## src/rtl/tick_irq_pkg.sv

```systemverilog
// Shared sizes and register addresses for the masked interrupt status controller.
package tick_irq_pkg;
    parameter int N_TICK  = 6;            // number of periodic event sources
    parameter int AW      = 5;            // register address width
    parameter int DW      = 8;            // register data width
    parameter int IEN_BIT = 4;            // position of the master enable in the command word
    localparam int NSRC   = N_TICK + 1;   // periodic sources plus the alarm
    localparam logic [AW-1:0] ADDR_STAT = 5'h10;
    localparam logic [AW-1:0] ADDR_MASK = 5'h11;
    localparam logic [AW-1:0] ADDR_CMD  = 5'h12;
endpackage

```

## src/rtl/tick_irq_flags.sv

```systemverilog
// Sticky event flag bank.
// Each source has one flag, set by its pulse and cleared by a status read.
// A pulse in the clearing cycle wins over the clear.
// Assumes event pulses last one cycle and the clear strobe is already decoded.
module tick_irq_flags
    import tick_irq_pkg::*;
(
    input  logic            clk,
    input  logic            rst_n,
    input  logic [NSRC-1:0] evt,
    input  logic            clr,
    output logic [NSRC-1:0] flags
);
    logic [NSRC-1:0] flags_q;

    for (genvar i = 0; i < NSRC; i++) begin : g_flag
        // Per-source flag: a pulse sets it, a clear resets it, and a pulse beats a clear.
        always_ff @(posedge clk) begin
            if (!rst_n)
                flags_q[i] <= 1'b0;
            else if (evt[i])
                flags_q[i] <= 1'b1;
            else if (clr)
                flags_q[i] <= 1'b0;
        end
    end

    assign flags = flags_q;

    // a pending flag survives until a clear
    a_r3_flag_sticky: assert property (@(posedge clk) disable iff (!rst_n)
        !clr |=> ((flags_q & $past(flags_q)) == $past(flags_q)));
    // after a clear only the coincident events remain
    a_r7_clear_keeps_new: assert property (@(posedge clk) disable iff (!rst_n)
        clr |=> (flags_q == $past(evt)));
endmodule

```

## src/rtl/tick_irq_cfg.sv

```systemverilog
// Configuration registers: the per-source mask and the master interrupt enable.
// Assumes the address is already compared, so each write strobe arrives pre-qualified.
module tick_irq_cfg
    import tick_irq_pkg::*;
(
    input  logic            clk,
    input  logic            rst_n,
    input  logic            wr_mask,
    input  logic            wr_cmd,
    input  logic [DW-1:0]   wdata,
    output logic [NSRC-1:0] mask,
    output logic            ien
);
    logic [NSRC-1:0] mask_q;
    logic            ien_q;

    // Mask register: only the source bits are stored and the top bit is dropped.
    always_ff @(posedge clk) begin
        if (!rst_n)
            mask_q <= '0;
        else if (wr_mask)
            mask_q <= wdata[NSRC-1:0];
    end

    // Command register: only the master enable bit is kept.
    always_ff @(posedge clk) begin
        if (!rst_n)
            ien_q <= 1'b0;
        else if (wr_cmd)
            ien_q <= wdata[IEN_BIT];
    end

    assign mask = mask_q;
    assign ien  = ien_q;

    // the mask changes only on a mask write
    a_r2_mask_hold: assert property (@(posedge clk) disable iff (!rst_n)
        !wr_mask |=> $stable(mask_q));
endmodule

```

## src/rtl/tick_irq_gate.sv

```systemverilog
// Mask and enable gating.
// Produces the request output and the sticky global flag that forms status bit 7.
// Assumes flags, mask and enable are registered, so the output is glitch-free per cycle.
module tick_irq_gate
    import tick_irq_pkg::*;
(
    input  logic            clk,
    input  logic            rst_n,
    input  logic [NSRC-1:0] flags,
    input  logic [NSRC-1:0] mask,
    input  logic            ien,
    input  logic            clr,
    output logic            gflag,
    output logic            irq
);
    logic hit;
    logic gflag_q;

    assign hit = |(flags & mask);

    // Global flag memory: holds a masked hit until the next status read.
    always_ff @(posedge clk) begin
        if (!rst_n)
            gflag_q <= 1'b0;
        else if (clr)
            gflag_q <= 1'b0;
        else if (hit)
            gflag_q <= 1'b1;
    end

    assign gflag = gflag_q | hit;
    assign irq   = ien & hit;

    // the request needs the master enable
    a_r4_irq_needs_ien: assert property (@(posedge clk) disable iff (!rst_n)
        irq |-> ien);
    // the global flag only rises after a masked hit
    a_r6_gflag_from_mask: assert property (@(posedge clk) disable iff (!rst_n)
        $rose(gflag_q) |-> $past(hit));
    // an active request is always reflected in the global flag
    a_r6_irq_sets_gflag: assert property (@(posedge clk) disable iff (!rst_n)
        irq |-> gflag);
endmodule

```

## src/rtl/tick_irq_ctrl.sv

```systemverilog
// Top level of the masked interrupt status controller.
// Decodes the register bus, reads status with clear-on-read, and registers the read data.
// Assumes bus strobes are one cycle wide and in the clk domain.
module tick_irq_ctrl
    import tick_irq_pkg::*;
(
    input  logic              clk,
    input  logic              rst_n,
    input  logic [N_TICK-1:0] tick_evt,
    input  logic              alarm_evt,
    input  logic [AW-1:0]     bus_addr,
    input  logic              bus_wr,
    input  logic [DW-1:0]     bus_wdata,
    input  logic              bus_rd,
    output logic [DW-1:0]     bus_rdata,
    output logic              irq_pull
);
    logic [NSRC-1:0] evt;
    logic [NSRC-1:0] flags;
    logic [NSRC-1:0] mask;
    logic            ien;
    logic            gflag;
    logic            clr;
    logic            wr_mask;
    logic            wr_cmd;
    logic [DW-1:0]   rd_mux;
    logic [DW-1:0]   rdata_q;

    assign evt     = {alarm_evt, tick_evt};
    assign clr     = bus_rd & (bus_addr == ADDR_STAT);
    assign wr_mask = bus_wr & (bus_addr == ADDR_MASK);
    assign wr_cmd  = bus_wr & (bus_addr == ADDR_CMD);

    tick_irq_flags u_flags (
        .clk   (clk),
        .rst_n (rst_n),
        .evt   (evt),
        .clr   (clr),
        .flags (flags)
    );

    tick_irq_cfg u_cfg (
        .clk     (clk),
        .rst_n   (rst_n),
        .wr_mask (wr_mask),
        .wr_cmd  (wr_cmd),
        .wdata   (bus_wdata),
        .mask    (mask),
        .ien     (ien)
    );

    tick_irq_gate u_gate (
        .clk   (clk),
        .rst_n (rst_n),
        .flags (flags),
        .mask  (mask),
        .ien   (ien),
        .clr   (clr),
        .gflag (gflag),
        .irq   (irq_pull)
    );

    // Read selection: the pre-clear status, mask or command word by address.
    always_comb begin
        rd_mux = '0;
        case (bus_addr)
            ADDR_STAT: rd_mux = {{(DW-NSRC-1){1'b0}}, gflag, flags};
            ADDR_MASK: rd_mux = {{(DW-NSRC){1'b0}}, mask};
            ADDR_CMD:  rd_mux[IEN_BIT] = ien;
            default:   rd_mux = '0;
        endcase
    end

    // Read data register: loaded on a read strobe, held otherwise.
    always_ff @(posedge clk) begin
        if (!rst_n)
            rdata_q <= '0;
        else if (bus_rd)
            rdata_q <= rd_mux;
    end

    assign bus_rdata = rdata_q;

    // read data is stable without a read strobe
    a_r9_rdata_hold: assert property (@(posedge clk) disable iff (!rst_n)
        !bus_rd |=> $stable(rdata_q));
endmodule

```

## config.mk

```make
export PLATFORM = sky130hd
export DESIGN_NAME = tick_irq_ctrl
export DESIGN_NICKNAME = d
export VERILOG_FILES = /design/src/rtl/tick_irq_pkg.sv /design/src/rtl/tick_irq_flags.sv /design/src/rtl/tick_irq_cfg.sv /design/src/rtl/tick_irq_gate.sv /design/src/rtl/tick_irq_ctrl.sv
export SDC_FILE = /design/constraint.sdc
export NUM_CORES = 1
export LEC_CHECK = 0
export CORE_ASPECT_RATIO = 0.8
export CORE_MARGIN = 1.5
export CORE_UTILIZATION = 43
export CTS_BUF_LIST = sky130_fd_sc_hd__clkbuf_2 sky130_fd_sc_hd__clkbuf_4 sky130_fd_sc_hd__clkbuf_8
export CTS_CLUSTER_DIAMETER = 100
export DETAILED_ROUTE_END_ITERATION = 8
export PLACE_DENSITY = 0.76
export SLEW_MARGIN = 40
export SYNTH_ARGS = -nofsm -noshare
export SYNTH_HDL_FRONTEND = slang
export SYNTH_SLANG_ARGS = --single-unit
```

## constraint.sdc

```tcl
create_clock -name clk -period 1.9 [get_ports clk]
set_clock_uncertainty 0.1 [all_clocks]
set_input_delay 0.38 -clock clk [delete_from_list [all_inputs] [get_ports clk]]
set_output_delay 0.38 -clock clk [all_outputs]
set_load 0.1 [all_outputs]
```

==> metrics.csv <==
metric;value;unit
hold slack;0.412;ns
Max Clk Rate;0.517;GHz
cell area after synthesis;0.00111;mm2
1st-iter DRT viols;21;
max-slew violation count;0;
CP Max Fanout;2;
Required @ worst endpoint;1.42;ns
core region area;0.00244;mm2
P&R area growth vs syn;49.2;%
P_leak;0.591;nW
CP max stage delay;0.35;ns
Area after DPL;0.00159;mm2
Post-synth top cells;dfxtp_1 (24), a21oi_1 (14), nand3_1 (13);
Yosys warning count;0;
Final #Nets;179;
Int Pwr;0.816;mW
grt total ovfl;0;
number of buffers and inverters on the critical path;2;
final worst setup slack;-0.0345;ns
Crit. End Element;output pin;
crit-path cells;a222oi_1 > buf_4 > a31oi_4 > buf_12;
hold_buf cts;0;
clock insertion delay at the later pin of the skew report;0.32;ns
most common cell in the netlist;dfxtp_1;
clock root cell;clkbuf_4;
Final Cycle Share;102;%
final hold violations;0;
DIE HEIGHT;48.4;um
Most used DFF post-synth;dfxtp_1;
DIE WIDTH;59.7;um
Crit Path Class;flop to output pin;
Arrival @ worst endpoint;1.45;ns
Critical Path Start Type;flop;
setup_tns;-0.0345;ns
clock share of power;35.5;%
largest net degree at the start of global routing;24;
final setup fails;1;
average routed wire per standard cell;13.6;um
GRT Resource Usage Total;19.5;%
clk buf depth;2;
max-cap violations;0;
# clock sinks;24;
detailed placer's ending HPWL;1950;um
post-route ant nets;0;
routability cong.;0.815;
number of core rows;16;
initial antenna violation count;0;
sequential share of the synthesized area;43.4;%
switch share;22.4;%
Diodes inserted;0;
HP Class;flop to flop;
routed via count;1019;
IO buf count;31;
outcome;complete, but fails checks;
largest cells by area after synthesis;dfxtp_1 (43%), a21oi_1 (6.3%), mux2_2 (6.1%), nand3_1 (5.9%), a21boi_0 (4.8%);
Storage cell area;483;um2
Worst slew margin;71.7;%
Gate power share;14.3;%
Cells after Synth;118;
vias in the first global route;1017;
CTS tree;built;
R2R Setup Slk;0.55;ns
sequential share of power;50.2;%
total CTS buffers;3;
actual slew at the worst max-slew pin;0.425;ns
syn nets;142;
library cells used by synthesis;30;
final instance area;0.00165;mm2
drc violations;0;
first-pass GRT wire length;4280;um
fin crit period;1.93;ns
share of layout cells above drive strength 1;21.4;%
DRT Wirelength;2590;um
Vias/cell;5.36;
IO Pins;33;
Power, Total;1.05;mW
Yosys top cell by area;dfxtp_1;
Psw;0.235;mW
EDFF count, synth;0;
RSZ-0062 raised after global routing;yes;
#FFs+latches synth;24;
Fillers;215;
Avg Inst Size Synth;9.37;um2
Peak supply drop;0.000440;V
area of the multi-input gates;589;um2
htree depth;1;
CP max-delay cell;dfxtp_2;
Die Area;0.00289;mm2
drt first pass iters;4;
failing checks;setup timing;
initial cell density of the core;45.3;%
post-layout util;67.6;%
ys async rst share;0;%
crit-path leading delay family;compound AO/OA/AOI/OAI gates;
clock transition at the registers of the reported paths;0.13;ns
PD cells;637;mW/mm2
Synth top area share;43.4;%
-- metrics by stage --
stage | cells | setup slack (ns)
floorplan | 118 | 0.239
global placement | 185 | -0.0566
detailed placement | 185 | -0.0981
CTS | 190 | -0.0521
global route | 190 | -0.109
finish | 190 | -0.0345
-- per-layer routing --
layer / global-route usage [%] / share of wire, % / vias to the layer above
li1: - / - / 506
met1: 21.7 / 43 / 477
met2: 33.7 / 49 / 32
met3: 7.49 / 6.9 / 4
met4: 5.56 / 0.89 / 0
met5: 0 / 0 / -
-- worst register-to-register path: cells and delay by family (launching register included) --
kind / cells / cell delay, ns
buffers and inverters: 1 / 0.18
AO/OA/AOI/OAI: 1 / 0.32
flip-flops: 1 / 0.35
AND/OR/NAND/NOR: 2 / 0.32
-- power by group through the flow --
stage | combinational [mW] | clock (mW) | sequential [mW]
2_1_floorplan | 0.0596 | 0 | 0.546
3_5_place_dp | 0.147 | 0 | 0.539
4_1_cts | 0.151 | 0.381 | 0.528
3_3_place_gp | 0.145 | 0 | 0.538
5_1_grt | 0.159 | 0.407 | 0.530
6_report | 0.150 | 0.374 | 0.528
-- sequential cells by signal (all words and copies together) (netlist names) --
signal / count
u_gate.gflag_q: 1
u_cfg.mask: 7
u_cfg.ien: 1
bus_rdata: 8
u_flags.flags: 7
-- cells by family (layout without fill, tap and decap cells) --
logic type | Yosys count | after routing | share of synthesized area [%]
compound gates | 44 | 44 | 24.9
buf+inv | 9 | 45 | 4.64
flops | 24 | 24 | 43.4
mux | 6 | 6 | 6.11
simple gates | 35 | 35 | 20.9
-- final cells by class --
type                       instances  area share [%]
clock buffer                       3            1.36
clock inverter                     1            1.82
inverter                           2           0.455
multi-input combinational         85            35.7
sequential                        24            29.3
tap                               36            2.73
timing repair buffer              39            28.7
-- what timing repair did --
action	CTS	global route
pin swaps	2	0
setup buffers	1	0
gates resized for setup	2	0
endpoints found under the setup margin	1	1
-- final timing paths --
| check | to | startpoint | cells past startpoint |
|---|---|---|---|
| setup / recovery | irq_pull | u_flags.flags[2]$_SDFFE_PN0P_ | 4 |
| hold / removal | u_cfg.mask[2]$_SDFFE_PN0P_ | u_cfg.mask[2]$_SDFFE_PN0P_ | 2 |
| setup reg to reg | u_gate.gflag_q$_SDFFE_PP0P_ | u_flags.flags[2]$_SDFFE_PN0P_ | 4 |
| hold reg to reg | u_cfg.mask[2]$_SDFFE_PN0P_ | u_cfg.mask[2]$_SDFFE_PN0P_ | 2 |
-- cell usage in the layout (no fill, tap or decap), types with 2 or more instances in the layout --
cell	n
a21boi_0	7
a21oi_1	14
a22oi_1	2
and3_1	2
and3b_1	2
buf_12	10
buf_4	7
clkbuf_4	3
clkdlybuf4s50_1	22
dfxtp_1	22
dfxtp_2	2
inv_1	2
mux2_2	6
nand2_1	3
nand2b_1	6
nand3_1	13
o21a_1	7
o21ai_0	2
o21ai_1	7
No activity file was read; power rests on OpenSTA's default activity.
